==> src/rtl/can_rx_pkg.sv <==
package can_rx_pkg;
  localparam int ID_W     = 29;
  localparam int STD_W    = 11;
  localparam int SLOT_B   = 4;   // log2 of slot bytes
  localparam int DROP_W   = 8;

  typedef enum logic [2:0] {
    RA_READ  = 3'd0,
    RA_WRITE = 3'd1,
    RA_IRQ   = 3'd2,
    RA_MASK  = 3'd3,
    RA_CODE  = 3'd4,
    RA_SIZE  = 3'd5,
    RA_DROP  = 3'd6
  } reg_addr_e;
endpackage

==> src/rtl/can_rx_filter.sv <==
module can_rx_filter
  import can_rx_pkg::*;
(
  input  logic            ext_i,
  input  logic [ID_W-1:0] id_i,
  input  logic [ID_W-1:0] mask_i,
  input  logic [ID_W-1:0] code_i,
  output logic [ID_W-1:0] id_norm_o,
  output logic            hit_o
);
  localparam int EXT_LO = ID_W - STD_W;

  always_comb begin
    if (ext_i) id_norm_o = id_i;
    else       id_norm_o = {id_i[STD_W-1:0], {EXT_LO{1'b0}}};
  end

  assign hit_o = ((id_norm_o ^ code_i) & mask_i) == '0;
endmodule

==> src/rtl/can_rx_regs.sv <==
module can_rx_regs
  import can_rx_pkg::*;
#(
  parameter int SLOT_W = 12,
  parameter int LOG_W  = $clog2(SLOT_W + 1)
) (
  input  logic              clk_i,
  input  logic              rst_ni,
  input  logic              we_i,
  input  logic [2:0]        addr_i,
  input  logic [31:0]       wdata_i,
  output logic [31:0]       rdata_o,
  input  logic [SLOT_W-1:0] wr_ptr_i,
  input  logic [DROP_W-1:0] drop_cnt_i,
  output logic [SLOT_W-1:0] rd_ptr_o,
  output logic [SLOT_W-1:0] irq_ptr_o,
  output logic [ID_W-1:0]   mask_o,
  output logic [ID_W-1:0]   code_o,
  output logic [LOG_W-1:0]  size_log2_o
);
  logic [7:0]       sz_raw;
  logic [LOG_W-1:0] sz_clamped;
  logic             unused_wdata;

  assign sz_raw       = wdata_i[7:0];
  assign unused_wdata = ^wdata_i[31:ID_W];

  always_comb begin
    if (sz_raw == 8'd0)                    sz_clamped = LOG_W'(1);
    else if (32'(sz_raw) > 32'(SLOT_W))    sz_clamped = LOG_W'(SLOT_W);
    else                                   sz_clamped = sz_raw[LOG_W-1:0];
  end

  always_ff @(posedge clk_i or negedge rst_ni) begin
    if (!rst_ni) begin
      rd_ptr_o    <= '0;
      irq_ptr_o   <= '0;
      mask_o      <= '1;
      code_o      <= '0;
      size_log2_o <= LOG_W'(SLOT_W);
    end else if (we_i) begin
      case (reg_addr_e'(addr_i))
        RA_READ: rd_ptr_o    <= wdata_i[SLOT_B +: SLOT_W];
        RA_IRQ:  irq_ptr_o   <= wdata_i[SLOT_B +: SLOT_W];
        RA_MASK: mask_o      <= wdata_i[ID_W-1:0];
        RA_CODE: code_o      <= wdata_i[ID_W-1:0];
        RA_SIZE: size_log2_o <= sz_clamped;
        default: ;
      endcase
    end
  end

  always_comb begin
    case (reg_addr_e'(addr_i))
      RA_READ:  rdata_o = 32'(rd_ptr_o)  << SLOT_B;
      RA_WRITE: rdata_o = 32'(wr_ptr_i)  << SLOT_B;
      RA_IRQ:   rdata_o = 32'(irq_ptr_o) << SLOT_B;
      RA_MASK:  rdata_o = 32'(mask_o);
      RA_CODE:  rdata_o = 32'(code_o);
      RA_SIZE:  rdata_o = 32'(size_log2_o);
      RA_DROP:  rdata_o = 32'(drop_cnt_i);
      default:  rdata_o = '0;
    endcase
  end

  p_size_range_r11: assert property (@(posedge clk_i) disable iff (!rst_ni)
    (size_log2_o >= LOG_W'(1)) && (32'(size_log2_o) <= 32'(SLOT_W)));

  p_ptr_nibble_r2: assert property (@(posedge clk_i) disable iff (!rst_ni)
    (addr_i == RA_READ || addr_i == RA_WRITE || addr_i == RA_IRQ) |-> rdata_o[SLOT_B-1:0] == '0);
endmodule

==> src/rtl/can_rx_ring_ctrl.sv <==
module can_rx_ring_ctrl
  import can_rx_pkg::*;
#(
  parameter int SLOT_W = 12
) (
  input  logic              clk_i,
  input  logic              rst_ni,
  input  logic              frame_valid_i,
  input  logic              frame_hit_i,
  input  logic [ID_W-1:0]   frame_id_i,
  input  logic [SLOT_W-1:0] slot_mask_i,
  input  logic [SLOT_W-1:0] rd_ptr_i,
  input  logic [SLOT_W-1:0] irq_ptr_i,
  input  logic              store_done_i,
  output logic              busy_o,
  output logic [SLOT_W-1:0] slot_o,
  output logic [ID_W-1:0]   id_o,
  output logic [SLOT_W-1:0] wr_ptr_o,
  output logic              irq_o,
  output logic [DROP_W-1:0] drop_cnt_o
);
  logic [SLOT_W-1:0] wr_m, wr_next, rd_m, irq_m;
  logic              full, take, drop, finish;

  assign wr_m    = wr_ptr_o & slot_mask_i;
  assign wr_next = (wr_m + SLOT_W'(1)) & slot_mask_i;
  assign rd_m    = rd_ptr_i & slot_mask_i;
  assign irq_m   = irq_ptr_i & slot_mask_i;
  assign full    = (wr_next == rd_m);
  assign take    = frame_valid_i && frame_hit_i && !full && !busy_o;
  assign drop    = frame_valid_i && !take;
  assign finish  = busy_o && store_done_i;

  always_ff @(posedge clk_i or negedge rst_ni) begin
    if (!rst_ni) begin
      busy_o   <= 1'b0;
      slot_o   <= '0;
      id_o     <= '0;
      wr_ptr_o <= '0;
      irq_o    <= 1'b0;
    end else begin
      irq_o <= 1'b0;
      if (finish) begin
        busy_o   <= 1'b0;
        wr_ptr_o <= wr_next;
        irq_o    <= (wr_next == irq_m);
      end else if (take) begin
        busy_o <= 1'b1;
        slot_o <= wr_m;
        id_o   <= frame_id_i;
      end
    end
  end

  always_ff @(posedge clk_i or negedge rst_ni) begin
    if (!rst_ni)                       drop_cnt_o <= '0;
    else if (drop && drop_cnt_o != '1) drop_cnt_o <= drop_cnt_o + DROP_W'(1);
  end

  p_req_hold_r5: assert property (@(posedge clk_i) disable iff (!rst_ni)
    (busy_o && !store_done_i) |=> busy_o && $stable(slot_o) && $stable(id_o));

  p_wr_only_on_done_r6: assert property (@(posedge clk_i) disable iff (!rst_ni)
    !(busy_o && store_done_i) |=> $stable(wr_ptr_o));

  p_irq_one_cycle_r8: assert property (@(posedge clk_i) disable iff (!rst_ni)
    irq_o |=> !irq_o);

  p_irq_after_done_r8: assert property (@(posedge clk_i) disable iff (!rst_ni)
    irq_o |-> $past(busy_o && store_done_i));

  p_never_fill_r7: assert property (@(posedge clk_i) disable iff (!rst_ni)
    $rose(busy_o) |-> (((slot_o + SLOT_W'(1)) & slot_mask_i) != (rd_ptr_i & slot_mask_i)));

  p_drop_saturate_r9: assert property (@(posedge clk_i) disable iff (!rst_ni)
    (drop_cnt_o == '1) |=> (drop_cnt_o == '1));

  p_single_store_r10: assert property (@(posedge clk_i) disable iff (!rst_ni)
    (busy_o && !store_done_i && frame_valid_i) |=> busy_o && $stable(slot_o));
endmodule

==> src/rtl/can_rx_ring.sv <==
module can_rx_ring
  import can_rx_pkg::*;
#(
  parameter int SLOT_W = 12,
  localparam int LOG_W = $clog2(SLOT_W + 1)
) (
  input  logic        clk_i,
  input  logic        rst_ni,
  input  logic        reg_we_i,
  input  logic [2:0]  reg_addr_i,
  input  logic [31:0] reg_wdata_i,
  output logic [31:0] reg_rdata_o,
  input  logic        frame_valid_i,
  input  logic        frame_ext_i,
  input  logic [28:0] frame_id_i,
  output logic        store_req_o,
  output logic [31:0] store_addr_o,
  output logic [28:0] store_id_o,
  input  logic        store_done_i,
  output logic        irq_o
);
  logic [SLOT_W-1:0] rd_ptr, irq_ptr, wr_ptr, slot, slot_mask;
  logic [ID_W-1:0]   mask, code, id_norm;
  logic [LOG_W-1:0]  size_log2;
  logic [DROP_W-1:0] drop_cnt;
  logic              hit;

  for (genvar g = 0; g < SLOT_W; g++) begin : g_mask
    assign slot_mask[g] = (32'(size_log2) > g);
  end

  can_rx_regs #(.SLOT_W(SLOT_W), .LOG_W(LOG_W)) i_regs (
    .clk_i, .rst_ni,
    .we_i        (reg_we_i),
    .addr_i      (reg_addr_i),
    .wdata_i     (reg_wdata_i),
    .rdata_o     (reg_rdata_o),
    .wr_ptr_i    (wr_ptr),
    .drop_cnt_i  (drop_cnt),
    .rd_ptr_o    (rd_ptr),
    .irq_ptr_o   (irq_ptr),
    .mask_o      (mask),
    .code_o      (code),
    .size_log2_o (size_log2)
  );

  can_rx_filter i_filter (
    .ext_i     (frame_ext_i),
    .id_i      (frame_id_i),
    .mask_i    (mask),
    .code_i    (code),
    .id_norm_o (id_norm),
    .hit_o     (hit)
  );

  can_rx_ring_ctrl #(.SLOT_W(SLOT_W)) i_ctrl (
    .clk_i, .rst_ni,
    .frame_valid_i,
    .frame_hit_i  (hit),
    .frame_id_i   (id_norm),
    .slot_mask_i  (slot_mask),
    .rd_ptr_i     (rd_ptr),
    .irq_ptr_i    (irq_ptr),
    .store_done_i,
    .busy_o       (store_req_o),
    .slot_o       (slot),
    .id_o         (store_id_o),
    .wr_ptr_o     (wr_ptr),
    .irq_o,
    .drop_cnt_o   (drop_cnt)
  );

  assign store_addr_o = 32'(slot) << SLOT_B;

  p_addr_in_ring_r6: assert property (@(posedge clk_i) disable iff (!rst_ni)
    store_req_o |-> (slot & ~slot_mask) == '0);
endmodule

==> config.mk <==
export PLATFORM = sky130hd
export DESIGN_NAME = can_rx_ring
export DESIGN_NICKNAME = d
export VERILOG_FILES = /design/src/rtl/can_rx_pkg.sv /design/src/rtl/can_rx_filter.sv /design/src/rtl/can_rx_regs.sv /design/src/rtl/can_rx_ring_ctrl.sv /design/src/rtl/can_rx_ring.sv
export SDC_FILE = /design/constraint.sdc
export NUM_CORES = 1
export LEC_CHECK = 0
export ABC_AREA = 1
export BUFFER_PORTS_ARGS = -buffer_cell sky130_fd_sc_hd__buf_2
export CORE_UTILIZATION = 60
export CTS_CLUSTER_SIZE = 16
export DETAILED_ROUTE_END_ITERATION = 8
export PLACE_DENSITY = 0.86
export SETUP_SLACK_MARGIN = 0.2
export SLEW_MARGIN = 0
export SYNTH_ARGS = -nofsm -noshare
export SYNTH_HDL_FRONTEND = slang
export SYNTH_SLANG_ARGS = --single-unit
==> constraint.sdc <==
create_clock -name clk_i -period 4.6 [get_ports clk_i]
set_input_delay 0 -clock clk_i [delete_from_list [all_inputs] [get_ports clk_i]]
set_output_delay 0 -clock clk_i [all_outputs]
set_load 0.01 [all_outputs]
# After elaboration in Yosys (flattened, before gate mapping)
# Cells that the tools add are included.
op_classes:
  n_addsub: 2
  multipliers: 0
  n_div: 0
  n_lt_le_gt_ge: 13
  n_eq_ne: 9
  shifts: 0
  muxes: 7
  bitwise: 7
  reduce_logical: 19
ops:
  columns: ["op", "n"]
  rows:
  - ["29-bit one-hot mux with 7 select lines", 1]
  - ["12-bit AND", 4]
  - ["29-bit AND", 1]
  - ["29-bit zero test", 1]
  - ["29-bit two-way mux", 1]
  - ["29-bit XOR", 1]
  - ["12-bit equality test", 2]
  - ["4-bit by 3-bit greater-than comparator with 1-bit output (second input constant)", 4]
  - ["4-bit greater-than comparator (second input constant)", 4]
  - ["12-bit by 1-bit adder with 12-bit output (second input constant)", 1]
  - ["2-bit AND reduction", 6]
  - ["3-bit equality test (second input constant)", 3]
  - ["8-bit by 1-bit adder with 8-bit output (second input constant)", 1]
  - ["4-bit by 1-bit greater-than comparator with 1-bit output (second input constant)", 2]
  - ["4-bit by 2-bit greater-than comparator with 1-bit output (second input constant)", 2]
  - ["8-bit by 4-bit greater-than comparator with 1-bit output (second input constant)", 1]
  - ["8-bit zero test", 1]
  - ["4-bit two-way mux", 2]
  - ["8-bit inequality test (second input constant)", 1]
  - ["3-bit by 2-bit equality test with 1-bit output (second input constant)", 2]
  - ["1-bit logical AND", 6]
  - ["3-bit by 1-bit equality test with 1-bit output (second input constant)", 1]
  - ["1-bit zero test", 3]
  - ["3-bit zero test", 1]
  - ["other kinds (3)", 5]
word_totals:
  regBits: 149
  latchBits: 0
  ram_bits: 0
  mem_bits_ro: 0
  input_bits: 70
  out_inout_bits: 95
  word_cells: 68
  memories: 0

# Depth between registers and ports, before layout
logic_depth:
  ltp_word: 11
  depth_mapped: 20
  ltp_nobuf: 18

# By module
# A second synthesis with hierarchy kept.
unflattened:
  hier_cells: 1214
  area_unflattened_um2: 8605.8
by_module_without_submodules:
  columns: ["module", "n_inst", "cells_each", "area_per_inst_um2", "seq_area_each_um2"]
  rows:
  - ["can_rx_regs", 1, 505, 4077.7, 2190.9]
  - ["can_rx_ring_ctrl", 1, 447, 3330.7, 1576.5]
  - ["can_rx_filter", 1, 219, 947.2, 0.0]
  - ["can_rx_ring", 1, 43, 250.2, 0.0]

# Worst setup path before layout
# OpenSTA, ideal clock, no wires.
synth_timing:
  path_kind: "register to register"
  from: "reg i_regs.size_log2_o[3]"
  to: "reg i_ctrl.id_o[23]"
  setup_ns: 0.130
  t_arrival_ns: 2.504
  t_required_ns: 4.470
  setup_slack_ns: 1.966
  stages_incl_launch_ff: 20
  n_path_buf: 3
  synth_period_minus_slack_ns: 2.634
  path_cell_list: "dfstp_2 buf_4 nor2_4 nand2_1 nand2_2 inv_2 ha_1 nand4_4 nor2_4 nand3_1 nand2_1 nand2_1 nand3_1 nand2_1 nor2_1 nand3_1 o21bai_4 buf_8 buf_4 o21ai_1"
synth_between:
  elab_chain_len: 9
  elab_cells_between_ends: 21
  cone_classes: "add/sub (1); order compare (12); eq/ne (1); bitwise (3); reduce/logical (4)"
synth_rtl:
  columns: ["item", "line", "rtl"]
  rows:
  - ["start: declaration", "can_rx_regs.sv:19", "output logic [LOG_W-1:0] size_log2_o"]
  - ["start signal: assignment", "can_rx_regs.sv:40", "size_log2_o <= LOG_W'(SLOT_W);"]
  - ["start signal: assignment", "can_rx_regs.sv:47", "RA_SIZE: size_log2_o <= sz_clamped;"]
  - ["4-bit by 1-bit greater-than comparator with 1-bit output", "can_rx_ring.sv:29", "assign slot_mask[g] = (32'(size_log2) > g);"]
  - ["12-bit AND", "can_rx_ring_ctrl.sv:25", "assign wr_m = wr_ptr_o & slot_mask_i;"]
  - ["net i_ctrl.wr_m[0]", "can_rx_ring_ctrl.sv:22", "logic [SLOT_W-1:0] wr_m, wr_next, rd_m, irq_m;"]
  - ["12-bit by 1-bit adder with 12-bit output", "can_rx_ring_ctrl.sv:26", "assign wr_next = (wr_m + SLOT_W'(1)) & slot_mask_i;"]
  - ["12-bit AND", "can_rx_ring_ctrl.sv:26", null]
  - ["12-bit equality test", "can_rx_ring_ctrl.sv:29", "assign full = (wr_next == rd_m);"]
  - ["1-bit zero test", "can_rx_ring_ctrl.sv:30", "assign take = frame_valid_i && frame_hit_i && !full && !busy_o;"]
  - ["1-bit logical AND (2 in series)", "can_rx_ring_ctrl.sv:30", null]
  - ["2-bit AND reduction (no source line)", null, null]
  - ["end signal: assignment", "can_rx_ring_ctrl.sv:50", "id_o <= frame_id_i;"]
  - ["end: declaration", "can_rx_ring_ctrl.sv:17", "output logic [ID_W-1:0] id_o,"]
# The timed path passes the listed nets, and every way through them passes these cells.
# A chain may end at the register's enable or synchronous reset.

# Worst setup path in the final report
layout_timing:
  from: "reg i_regs.size_log2_o[3]"
  to: "reg i_ctrl.id_o[3]"
# The elaborated chain is that of the path after synthesis.

==> flow_metrics.env <==
export IMPL_outcome="complete, no violations"
export IMPL_timing_final_hold_violations=0
export IMPL_synth_top_cell_area_share=0.362
export IMPL_fin_nets=1336
export IMPL_route_detailed_drc=0
export IMPL_cts_repair_resized=0
export IMPL_clock_skew_ps=10.1
export IMPL_drt_vias_per_instance=5.99
export IMPL_critical_path_cell_chain="nor2_4, nand2_1, nand2_2, inv_2, ha_1, nand4_4, nor3_2, nand3_1, nand3_1, nor2_1, nor2_1, nand3_1, o21bai_4, buf_4, o21ai_0"
export IMPL_initial_antenna_violation_count=0
export IMPL_hold_path_class="primary input to register"
export IMPL_die_area_mm2=0.0141
export IMPL_synth_sequential_area_ratio=0.461
export IMPL_core_region_area_mm2=0.0132
export IMPL_number_of_synthesized_flops_with_an_enable_pin=0
export IMPL_ys_async_sr_fraction=1.00
export IMPL_arrival_ps=4270
export IMPL_mostFrequentLayoutCell="nand2_1"
export IMPL_critical_path_max_stage_delay_ps=710
export IMPL_synthDistinctLibCells=46
export IMPL_final_setup_tns_ps=0
export IMPL_post_synth_fa_ha_maj_area_fraction=0.00306
export IMPL_floorplan_die_width_um=119
export IMPL_clock_tree_htree_level_count=4
export IMPL_p_leak_nw=5.02
export IMPL_boundaryPins=165
export IMPL_final_routed_wirelength_um=26100
export IMPL_clk_root_buffer_cell="clkbuf_16"
export IMPL_groute_usage_overall=0.380
export IMPL_first_iter_violations=1036
export IMPL_setup_viol=0
export IMPL_rsz0062_at_grt="false"
export IMPL_share_of_post_route_cells_with_drive_strength_above_1=0.177
export IMPL_sw_frac_of_total=0.358
export IMPL_critical_path_peak_fanout=56
export IMPL_synth_compound_area_share=0.168
export IMPL_cpMostUsedCell="nand3_1"
export IMPL_wire_length_of_the_first_global_routing_pass_um=41400
export IMPL_irDropWorstVdd_mv=0.291
export IMPL_chipHeight_um=119
export IMPL_worst_endpoint_required_ps=4870
export IMPL_synth_yosys_warnings=0
export IMPL_power_share_clock=0.304
export IMPL_drv_slew=0
export IMPL_yosys_area_share_xor_xnor=0.00751
export IMPL_drt_pass_1_iters=6
export IMPL_antenna_violating_nets_post_route=0
export IMPL_worst_slack_ps=596
export IMPL_grt_remaining_overflow=0
export IMPL_antenna_cells_inserted=0
export IMPL_final_cell_count_no_fill=1453
export IMPL_place_worst_setup_slack_ps=752
export IMPL_p_comb_frac=0.281
export IMPL_slowest_stage="dfstp_2"
export IMPL_drv_max_cap_violation_count=0
export IMPL_place_inst=1356
export IMPL_timing_final_crit_share=0.870
export IMPL_clock_tree_from_tritoncts="yes"
export IMPL_worst_setup_sp_type="register"
export IMPL_cts_buffers=17
export IMPL_path_class="register to register"
export IMPL_place_detailed_hpwl_um=15800
export IMPL_synthSimpleGateAreaFrac=0.254
export IMPL_synthTopCellsByArea="dfrtp_1 36%, nand2_1 15%, o21ai_0 10%, dfstp_2 10%, inv_1 5.6%"
export IMPL_syn_cell_area_mm2=0.00817
export IMPL_port_buffer_count=138
export IMPL_timing_reg2reg_setup_slack_ps=600
export IMPL_grt_start_max_net_pins=98
export IMPL_floorplan_initialDensity=0.617
export IMPL_maxSlewHeadroom=0.227
export IMPL_seqPwrFrac=0.414
export IMPL_clock_insertion_delay_worst_skew_ps=440
export IMPL_post_synth_inst_count=1079
export IMPL_postSynthRegisterBits=149
export IMPL_clk_pin_slew_worst_paths_ps=70
export IMPL_routed_via_count=8704
export IMPL_commonest_non_fill_non_tap_cells_in_the_layout="325 x nand2_1, 164 x o21ai_0, 137 x buf_2"
export IMPL_p_int_mw=3.02
export IMPL_clock_period_minus_worst_slack_ps=4000
export IMPL_clock_sinks=149
export IMPL_detail_route_wl_per_cell_um=17.9
export IMPL_placement_rows=42
export IMPL_muxShareOfSynthArea=0
export IMPL_cp_capture_type="register"
export IMPL_timing_critical_path_buf_inv=2
export IMPL_synthesis_area_per_instance_um2=7.57
export IMPL_critical_path_top_delay_family="simple AND/OR/NAND/NOR gates"
export IMPL_switching_power_mw=1.68
export IMPL_main_combinational_cell_family_by_area_after_synthesis="simple AND/OR/NAND/NOR gates"
export IMPL_layout_area_overhead_vs_synth_pct=23.1
export IMPL_ys_dominant_reg_cell="dfrtp_1"
export IMPL_power_density_mw_per_mm2=468
export IMPL_netlist_top_cell_by_area="dfrtp_1"
export IMPL_first_global_vias=8414
export IMPL_routabilityCongestion=0.914
export IMPL_tightest_slew_ps=1160
export IMPL_fmax_mhz=250
export IMPL_cts_max_path_buffers=2
-- layer usage --
layer  vias to the layer above  part of all wire  track usage
met5                         -                 0            0
met4                         0             0.052        0.216
met3                       126             0.087       0.0700
met2                       593              0.48        0.628
met1                      4103              0.38        0.467
li1                       3882                 -            -
-- area by class of cell --
class / count / area (um2)
Sequential cell: 149 / 3770
Multi-Input combinational cell: 765 / 3630
Fill cell: 918 / 3190
Timing Repair Buffer: 208 / 1380
Inverter: 123 / 462
Clock buffer: 20 / 437
Tap cell: 176 / 220
Clock inverter: 12 / 155
-- power by group through the flow --
| stage | sequential, mW | combinational, mW | clock, mW |
|---|---|---|---|
| after floorplan | 1.95 | 0.751 | 0 |
| after global placement | 1.93 | 1.17 | 0 |
| after detailed placement | 1.94 | 1.21 | 0 |
| after CTS | 1.93 | 1.27 | 1.42 |
| after global routing | 1.98 | 1.47 | 1.48 |
| final | 1.95 | 1.32 | 1.43 |
-- timing repair --
| action | 4_1_cts | 5_1_grt |
|---|---|---|
| endpoints found under the hold margin | 205 | 0 |
| hold buffers | 64 | 0 |
| setup endpoints to repair | 0 | 6 |
| setup buffers | 0 | 0 |
-- Yosys cell counts, types with 4 or more instances --
master       n
buf_2        4
a221o_1      4
dfrtp_1    118
buf_6        4
o21ai_0    164
o2111ai_1    4
o22ai_1     12
nand4_1     20
nand2_1    325
xor2_1       6
a221oi_1    11
a21oi_1     11
nand3_1     74
nor2_1      47
dfstp_2     31
a21boi_0     5
o21ai_1     23
inv_1      121
clkbuf_1    29
buf_4       26
-- through the flow --
| stage | total power, mW | hold WS (ps) | instance area (um2) | utilization |
|---|---|---|---|---|
| finish | 4.70 | 60.0 | 10100 | 0.759 |
| global route | 4.93 | 82.8 | 10100 | 0.759 |
| CTS | 4.62 | 26.0 | 10000 | 0.759 |
| detailed placement | 3.15 | 161 | 8810 | 0.666 |
| global placement | 3.10 | 158 | 8810 | 0.666 |
| floorplan | 2.70 | -296 | 8250 | - |
-- registers in the layout, summed over array words and instances, names as in the netlist --
register	flops
i_ctrl.drop_cnt_o	8
i_ctrl.wr_ptr_o	12
i_ctrl.slot_o	12
i_ctrl.busy_o	1
i_ctrl.irq_o	1
i_regs.irq_ptr_o	12
i_ctrl.id_o	29
i_regs.mask_o	29
i_regs.rd_ptr_o	12
i_regs.size_log2_o	4
i_regs.code_o	29
-- tightest hold or removal path: stages --
cell and delay, ps:
buf_2 220, nand2_1 140, o21ai_0 100
-- worst paths after layout --
path                                                   start                         endpoint  depth (start not counted)
setup / recovery           i_regs.size_log2_o[3]$_DFFE_PN1P_       i_ctrl.id_o[3]$_DFFE_PN0P_                         15
hold / removal                                   frame_ext_i       i_ctrl.id_o[1]$_DFFE_PN0P_                          3
hold reg to reg                 i_ctrl.slot_o[5]$_DFFE_PN0P_     i_ctrl.slot_o[5]$_DFFE_PN0P_                          2
setup reg to reg           i_regs.size_log2_o[3]$_DFFE_PN1P_       i_ctrl.id_o[3]$_DFFE_PN0P_                         15
min in group asynchronous                             rst_ni  i_ctrl.wr_ptr_o[11]$_DFFE_PN0P_                          2
max in group asynchronous                             rst_ni  i_regs.irq_ptr_o[5]$_DFFE_PN0P_                          3
-- kinds of logic (layout without fill, tap and decap cells) --
| kind of cell | after synthesis | in the layout |
|---|---|---|
| adders and majority gates | 2 | 2 |
| AOI/OAI and AO/OA | 245 | 246 |
| buffers and inverters | 188 | 363 |
| xor gates and xnor gates | 7 | 7 |
| DFF | 149 | 149 |
| other | 1 | 23 |
| and+or+nand+nor | 487 | 487 |
(Power assumes the default switching activity.)
